File: src/rtl/chan_pkg.sv
package chan_pkg;
  typedef enum logic [2:0] {
    M_EVT    = 3'd0,
    M_ONESHOT= 3'd1,
    M_RATE   = 3'd2,
    M_SQW    = 3'd3,
    M_SWSTB  = 3'd4,
    M_HWSTB  = 3'd5
  } tmode_e;

  function automatic logic waits_trig(tmode_e m);
    return (m == M_ONESHOT) || (m == M_HWSTB);
  endfunction

  function automatic logic can_retrig(tmode_e m);
    return (m == M_ONESHOT) || (m == M_RATE) || (m == M_SQW) || (m == M_HWSTB);
  endfunction

  function automatic logic gate_holds(tmode_e m);
    return (m == M_EVT) || (m == M_RATE) || (m == M_SQW) || (m == M_SWSTB);
  endfunction

  function automatic logic level_at_load(tmode_e m);
    return (m == M_ONESHOT) || (m == M_SQW);
  endfunction
endpackage

File: src/rtl/chan_mode_decode.sv
module chan_mode_decode
  import chan_pkg::*;
(
  input  logic [2:0] raw_i,
  output tmode_e     mode_o
);
  always_comb begin
    if (raw_i[2] && raw_i[1]) mode_o = tmode_e'({1'b0, raw_i[1:0]});
    else                      mode_o = tmode_e'(raw_i);
  end

  always_comb begin
    assert_alias_R3: assert (!(raw_i[2] && raw_i[1]) || (3'(mode_o) == raw_i - 3'd4));
  end
endmodule

File: src/rtl/chan_gate_sense.sv
module chan_gate_sense (
  input  logic clk,
  input  logic rst_n,
  input  logic gate_i,
  output logic rise_o
);
  logic gate_d;

  always_ff @(posedge clk) begin
    if (!rst_n) gate_d <= 1'b0;
    else        gate_d <= gate_i;
  end

  assign rise_o = gate_i & ~gate_d;
endmodule

File: src/rtl/chan_count_core.sv
module chan_count_core
  import chan_pkg::*;
#(
  parameter int CW = 16
) (
  input  logic          clk,
  input  logic          rst_n,
  input  logic          tick,
  input  logic          load,
  input  logic [CW-1:0] load_val,
  input  tmode_e        load_mode,
  input  logic          gate,
  input  logic          gate_rise,
  output logic [CW-1:0] cnt_o,
  output logic          out_o
);
  localparam logic [CW-1:0] ONE = CW'(1);
  localparam logic [CW-1:0] TWO = CW'(2);

  tmode_e        mode_q;
  logic          idle_q, pend_q, trig_q, armed_q, out_q;
  logic [CW-1:0] cnt_q, reload_q;

  logic [CW-1:0] hi_val, lo_val, first_val;
  logic          start_now, retrig_now, step_ok, edge_ok;

  assign hi_val     = (reload_q + ONE) & ~ONE;
  assign lo_val     = reload_q & ~ONE;
  assign first_val  = (mode_q == M_SQW) ? hi_val : reload_q;
  assign start_now  = pend_q && (!waits_trig(mode_q) || trig_q);
  assign retrig_now = !pend_q && trig_q && can_retrig(mode_q);
  assign step_ok    = !pend_q && (gate || !gate_holds(mode_q));
  assign edge_ok    = gate_rise && can_retrig(mode_q) && !idle_q;

  always_ff @(posedge clk) begin
    if (!rst_n) begin
      mode_q   <= M_EVT;
      idle_q   <= 1'b1;
      pend_q   <= 1'b0;
      trig_q   <= 1'b0;
      armed_q  <= 1'b0;
      out_q    <= 1'b0;
      cnt_q    <= '0;
      reload_q <= '0;
    end else if (load) begin
      mode_q   <= load_mode;
      idle_q   <= 1'b0;
      pend_q   <= 1'b1;
      trig_q   <= 1'b0;
      armed_q  <= 1'b0;
      out_q    <= level_at_load(load_mode);
      reload_q <= load_val;
    end else begin
      if (tick)         trig_q <= edge_ok;
      else if (edge_ok) trig_q <= 1'b1;

      if (tick && !idle_q) begin
        if (start_now || retrig_now) begin
          cnt_q   <= first_val;
          out_q   <= (mode_q == M_SQW);
          armed_q <= 1'b1;
          pend_q  <= 1'b0;
        end else if (step_ok) begin
          unique case (mode_q)
            M_EVT, M_ONESHOT: begin
              cnt_q <= cnt_q - ONE;
              if (cnt_q == ONE && armed_q) begin
                out_q   <= 1'b1;
                armed_q <= 1'b0;
              end
            end
            M_RATE: begin
              if (cnt_q == ONE) begin
                cnt_q <= reload_q;
                out_q <= 1'b1;
              end else begin
                cnt_q <= cnt_q - ONE;
                out_q <= 1'b0;
              end
            end
            M_SQW: begin
              if (cnt_q == TWO) begin
                cnt_q <= out_q ? lo_val : hi_val;
                out_q <= ~out_q;
              end else begin
                cnt_q <= cnt_q - TWO;
              end
            end
            default: begin
              cnt_q <= cnt_q - ONE;
              out_q <= (cnt_q == ONE) && armed_q;
              if (cnt_q == ONE) armed_q <= 1'b0;
            end
          endcase
        end
      end
    end
  end

  assign cnt_o = cnt_q;
  assign out_o = out_q;

  assert_idle_quiet_R1: assert property (@(posedge clk) disable iff (!rst_n)
    idle_q |-> (!out_q && cnt_q == '0));

  assert_hold_R10: assert property (@(posedge clk) disable iff (!rst_n)
    (!tick && !load) |=> $stable(cnt_q));

  assert_sqw_even_R7: assert property (@(posedge clk) disable iff (!rst_n)
    (mode_q == M_SQW && !idle_q && !pend_q) |-> (cnt_q[0] == 1'b0));

  assert_wait_trig_R8: assert property (@(posedge clk) disable iff (!rst_n)
    (pend_q && waits_trig(mode_q) && !trig_q && !load) |=> $stable(cnt_q));

  assert_strobe_once_R8: assert property (@(posedge clk) disable iff (!rst_n)
    ((mode_q == M_SWSTB || mode_q == M_HWSTB) && out_q && tick && !load && !trig_q
     && (gate || mode_q == M_HWSTB)) |=> !out_q);
endmodule

File: src/rtl/interval_channel.sv
module interval_channel
  import chan_pkg::*;
#(
  parameter int CW = 16
) (
  input  logic          clk,
  input  logic          rst_n,
  input  logic          tick,
  input  logic          load,
  input  logic [CW-1:0] load_value,
  input  logic [2:0]    mode_sel,
  input  logic          gate,
  output logic [CW-1:0] count_val,
  output logic          out_level
);
  tmode_e dec_mode;
  logic   gate_rise;

  chan_mode_decode u_dec (
    .raw_i  (mode_sel),
    .mode_o (dec_mode)
  );

  chan_gate_sense u_gate (
    .clk    (clk),
    .rst_n  (rst_n),
    .gate_i (gate),
    .rise_o (gate_rise)
  );

  chan_count_core #(.CW(CW)) u_core (
    .clk       (clk),
    .rst_n     (rst_n),
    .tick      (tick),
    .load      (load),
    .load_val  (load_value),
    .load_mode (dec_mode),
    .gate      (gate),
    .gate_rise (gate_rise),
    .cnt_o     (count_val),
    .out_o     (out_level)
  );
endmodule

File: config.mk
export PLATFORM = sky130hd
export DESIGN_NAME = interval_channel
export DESIGN_NICKNAME = d
export VERILOG_FILES = /design/src/rtl/chan_pkg.sv /design/src/rtl/chan_mode_decode.sv /design/src/rtl/chan_gate_sense.sv /design/src/rtl/chan_count_core.sv /design/src/rtl/interval_channel.sv
export SDC_FILE = /design/constraint.sdc
export NUM_CORES = 1
export LEC_CHECK = 0
export ABC_AREA = 1
export BUFFER_PORTS_ARGS = -buffer_cell sky130_fd_sc_hd__buf_2
export CAP_MARGIN = 20
export CORE_MARGIN = 5
export CORE_UTILIZATION = 45
export DETAILED_ROUTE_END_ITERATION = 8
export GPL_TIMING_DRIVEN = 0
export PLACE_DENSITY = 0.6
export SKIP_CTS_REPAIR_TIMING = 1
export SLEW_MARGIN = 20
export SYNTH_ARGS = -nofsm -noshare
export SYNTH_HDL_FRONTEND = slang
export SYNTH_SLANG_ARGS = --single-unit
File: constraint.sdc
create_clock -name clk -period 3.1 [get_ports clk]
set_input_delay 0 -clock clk [delete_from_list [all_inputs] [get_ports clk]]
set_output_delay 0 -clock clk [all_outputs]
set_load 0.05 [all_outputs]
==> out/metrics.csv <==
stage,metric,value,unit
outcome,status,"complete, but fails checks",
outcome,failing checks,negative hold slack,
die,initial core utilization,46.2,%
worst_setup_path,worst path bufs/invs,1,
global_routing,largest net degree at the start of global routing,14,
power_and_ir_drop,Pleak,0.00204,uW
clocking,H-tree depth reported by CTS,2,
detailed_routing,routed vias/inst,5.27,
yosys,Synth area leaders,"dfxtp_1, nand2_1, nand3_1",
sta,final worst hold slack,-0.0116,ns
yosys,Synth top area share,23.0,%
placed_design,dpl hpwl,9260,um
yosys,Yosys reg bits,41,
run,max-cap violations,0,
die,Die W,99.0,um
detailed_routing,DR iter-0 viols,295,
hold_path,HP Class,input port to flip-flop,
power_and_ir_drop,Clk network pwr share,30.2,%
worst_setup_path,FF-to-FF End,u_core.cnt_o[5]$_SDFFE_PN0P_,
placed_design,IO buf count,39,
yosys,cell taking the most area after synthesis,dfxtp_1,
sta,final worst path period share,65.7,%
sta,"Slew Viols, Final",0,
layout,"Core Util, Final",53.1,%
detailed_routing,metal2 WL,5100,um
power_and_ir_drop,P_int,1080,uW
power_and_ir_drop,Sw Ratio,37.7,%
worst_setup_path,Reg2Reg Depth,11,
yosys,synth warn,0,
worst_setup_path,CP dominant cell by count,nand2_1,
power_and_ir_drop,P_sw,653,uW
worst_setup_path,Crit path max-delay family,simple AND/OR/NAND/NOR gates,
worst_setup_path,CP required,3.30,ns
yosys,Syn Area/Cell,5.79,sq um
layout,area delta synth->final,15.0,%
worst_setup_path,Startpoint Class,flip-flop,
worst_setup_path,"Max FO, Critical Path",10,
power_and_ir_drop,PD cells,423,mW/mm^2
worst_setup_path,Setup Crit Path Kind,flip-flop to flip-flop,
sta,worst-margin pin slew,0.559,ns
detailed_routing,Vias,4070,
sta,FMAX,491,MHz
worst_setup_path,critical path depth,11,
sta,RSZ-0062 raised after global routing,no,
yosys,Syn Inst Count,616,
clocking,clk root buf,clkbuf_8,
clocking,CTS tree,done,
clocking,Max clock buf depth,2,
placed_design,gpl congestion,0.907,
sta,Slew headroom,62.7,%
global_routing,Overflow after GRT,0,
layout,layout net count,700,
clocking,clk_lat worst skew,0.30,ns
layout,n_diodes,0,
sta,clock skew after layout,0.0114,ns
worst_setup_path,"reg-to-reg slack, setup",1.06,ns
worst_setup_path,Worst Setup EP,u_core.cnt_o[5]$_SDFFE_PN0P_,
die,Die H,99.0,um
sta,final hold violations,9,
worst_setup_path,"Slowest-stage cell, CP",dfxtp_1,
detailed_routing,1st-pass router iterations,5,
yosys,Mapped Area,0.00357,sq mm
layout,proportion of layout cells with a drive suffix above 1,12.8,%
clocking,clock slew at reported path FFs,0.09,ns
power_and_ir_drop,peak supply drop,0.208,mV
global_routing,vias in the first global route,3774,
yosys,Syn Nets,646,
sta,setup tns final,0,ns
global_routing,initial antenna violation count,0,
power_and_ir_drop,Seq pwr share,34.6,%
global_routing,first-pass GRT wire length,19100,um
detailed_routing,met3 WL,786,um
die,Placeable Area,0.00773,sq mm
global_routing,gr usage total,24.1,%
power_and_ir_drop,Comb pwr share,35.2,%
clocking,clk sinks,41,
yosys,synth unique cells,32,
sta,# setup viols final,0,
die,Die Area,0.00981,sq mm
detailed_routing,Met1 Wirelength,5690,um
worst_setup_path,CP Cell Sequence,nor2_1 -> nand2_1 -> nor2_8 -> nand3_4 -> buf_6 -> a21oi_2 -> nand2_1 -> nand2_1 -> nand2_1 -> a21oi_1 -> nor2_1,
worst_setup_path,arrival time worst endpoint,2.24,ns
detailed_routing,Antenna Violating Nets Remaining,0,
detailed_routing,DRC viols,0,
worst_setup_path,crit-path max cell delay,0.39,ns
yosys,sequential-to-total area share from yosys stat,23.0,%
clocking,CTS Buf Count,5,
detailed_routing,final WL,11700,um
worst_setup_path,worst reg2reg startpoint,u_core.cnt_o[13]$_SDFFE_PN0P_,
die,I/O pin total,41,
die,Core Rows,32,
worst_setup_path,crit end category,flip-flop,
sta,post-layout min period,2.04,ns
detailed_routing,Wirelength per Cell,15.2,um
detailed_routing,highest metal used,met4,
worst_setup_path,CP Launch Point,u_core.cnt_o[13]$_SDFFE_PN0P_,
## stage by stage
step	total power (uW)	worst slack [ns]	hold WS (ns)	cells	instance area, sq um
final	1730	1.06	-0.0116	773	4100
after global routing	1850	0.830	0.00444	773	4100
after CTS	1720	1.07	-0.0934	765	4020
after detailed placement	1200	1.09	0.218	757	3890
after global placement	1200	1.08	0.192	757	3890
after floorplan	1050	1.06	0.0901	616	3570
## per-layer routing
layer | global-route usage (%) | vias up
met2 | 38.3 | 143
met4 | 5.36 | 0
met5 | 0 | -
met1 | 34.5 | 1814
met3 | 3.40 | 9
li1 | - | 2104
## synth_stat cells (all sizes together)
cell / n
ha: 6
a21boi: 1
o31ai: 1
o211ai: 2
o21ai: 47
o211a: 2
a21oi: 57
clkbuf: 12
dfxtp: 41
xor2: 12
buf: 8
inv: 65
nor3: 3
nor2: 77
o22ai: 4
a211oi: 2
nand2: 194
nand4: 7
xnor2: 6
nand3: 69
## power groups by stage
stage	Clock (uW)	Sequential [uW]	Combinational (uW)
finish	524	600	610
floorplan	0	635	417
global route	557	606	684
detailed placement	0	611	590
global placement	0	610	587
CTS	530	599	595
## flip-flops by register name, indices dropped and copies added, names as in the netlist
register and cells:
u_core.out_o 1, u_core.reload_q 16, u_core.idle_q 1, u_gate.gate_d 1
u_core.pend_q 1, u_core.trig_q 1, u_core.armed_q 1, u_core.mode_q 3
u_core.cnt_o 16
## worst min-delay path by stage
stage | slack, ns | from | depth (start not counted) | end
finish | -0.01 | load_value[5] | 3 | u_core.reload_q[5]$_SDFFE_PN0P_
global route | 0.004 | load | 2 | u_core.mode_q[1]$_SDFFE_PN0P_
CTS | -0.09 | gate | 3 | u_gate.gate_d$_SDFF_PN0_
detailed placement | 0.22 | gate | 3 | u_gate.gate_d$_SDFF_PN0_
global placement | 0.19 | gate | 3 | u_gate.gate_d$_SDFF_PN0_
floorplan | 0.09 | load | 1 | u_core.mode_q[1]$_SDFFE_PN0P_
## worst register-to-register path, cell delays in order (launching register included)
cell	delay [ns]
dfxtp_1	0.39
nor2_1	0.23
nand2_1	0.17
nor2_8	0.21
nand3_4	0.20
buf_6	0.22
a21oi_2	0.10
nand2_1	0.09
nand2_1	0.07
nand2_1	0.04
a21oi_1	0.17
nor2_1	0.06
## cell type report
class	count	area, sq um
Timing Repair Buffer	47	275
Tap cell	102	128
Inverter	65	244
Buffer	20	98.8
Clock inverter	3	65.1
Multi-Input combinational cell	490	2400
Clock buffer	5	68.8
Sequential cell	41	821
Fill cell	832	3620
## logic make-up (layout without fill, tap and decap cells)
group,Yosys count,count (layout),share of synthesized area (%)
and+or+nand+nor,350,350,43.3
AOI/OAI and AO/OA,116,116,17.5
xor gates and xnor gates,18,18,4.42
adders and majority gates,6,6,2.10
DFF,41,41,23.0
buffers and inverters,85,140,9.61
## placed cells by master (no fill, tap or decap), types with 2 or more instances in the layout
master	instances
o21ai_0	47
o211ai_1	2
nor2_2	4
dlygate4sd3_1	8
xnor2_1	6
nand2_1	185
ha_1	6
nor2_1	70
a21oi_2	3
nand2_4	3
dfxtp_1	41
o211a_1	2
clkbuf_1	11
clkbuf_8	5
buf_2	45
nand4_1	6
nand2_2	6
inv_2	6
a21oi_1	54
nand3_1	67
o22ai_1	4
buf_6	2
nor3_1	2
bufinv_16	2
nor2_4	2
a211oi_1	2
nand3_4	2
inv_1	59
xor2_1	12
Note: power is estimated with default switching activity, not from simulation.
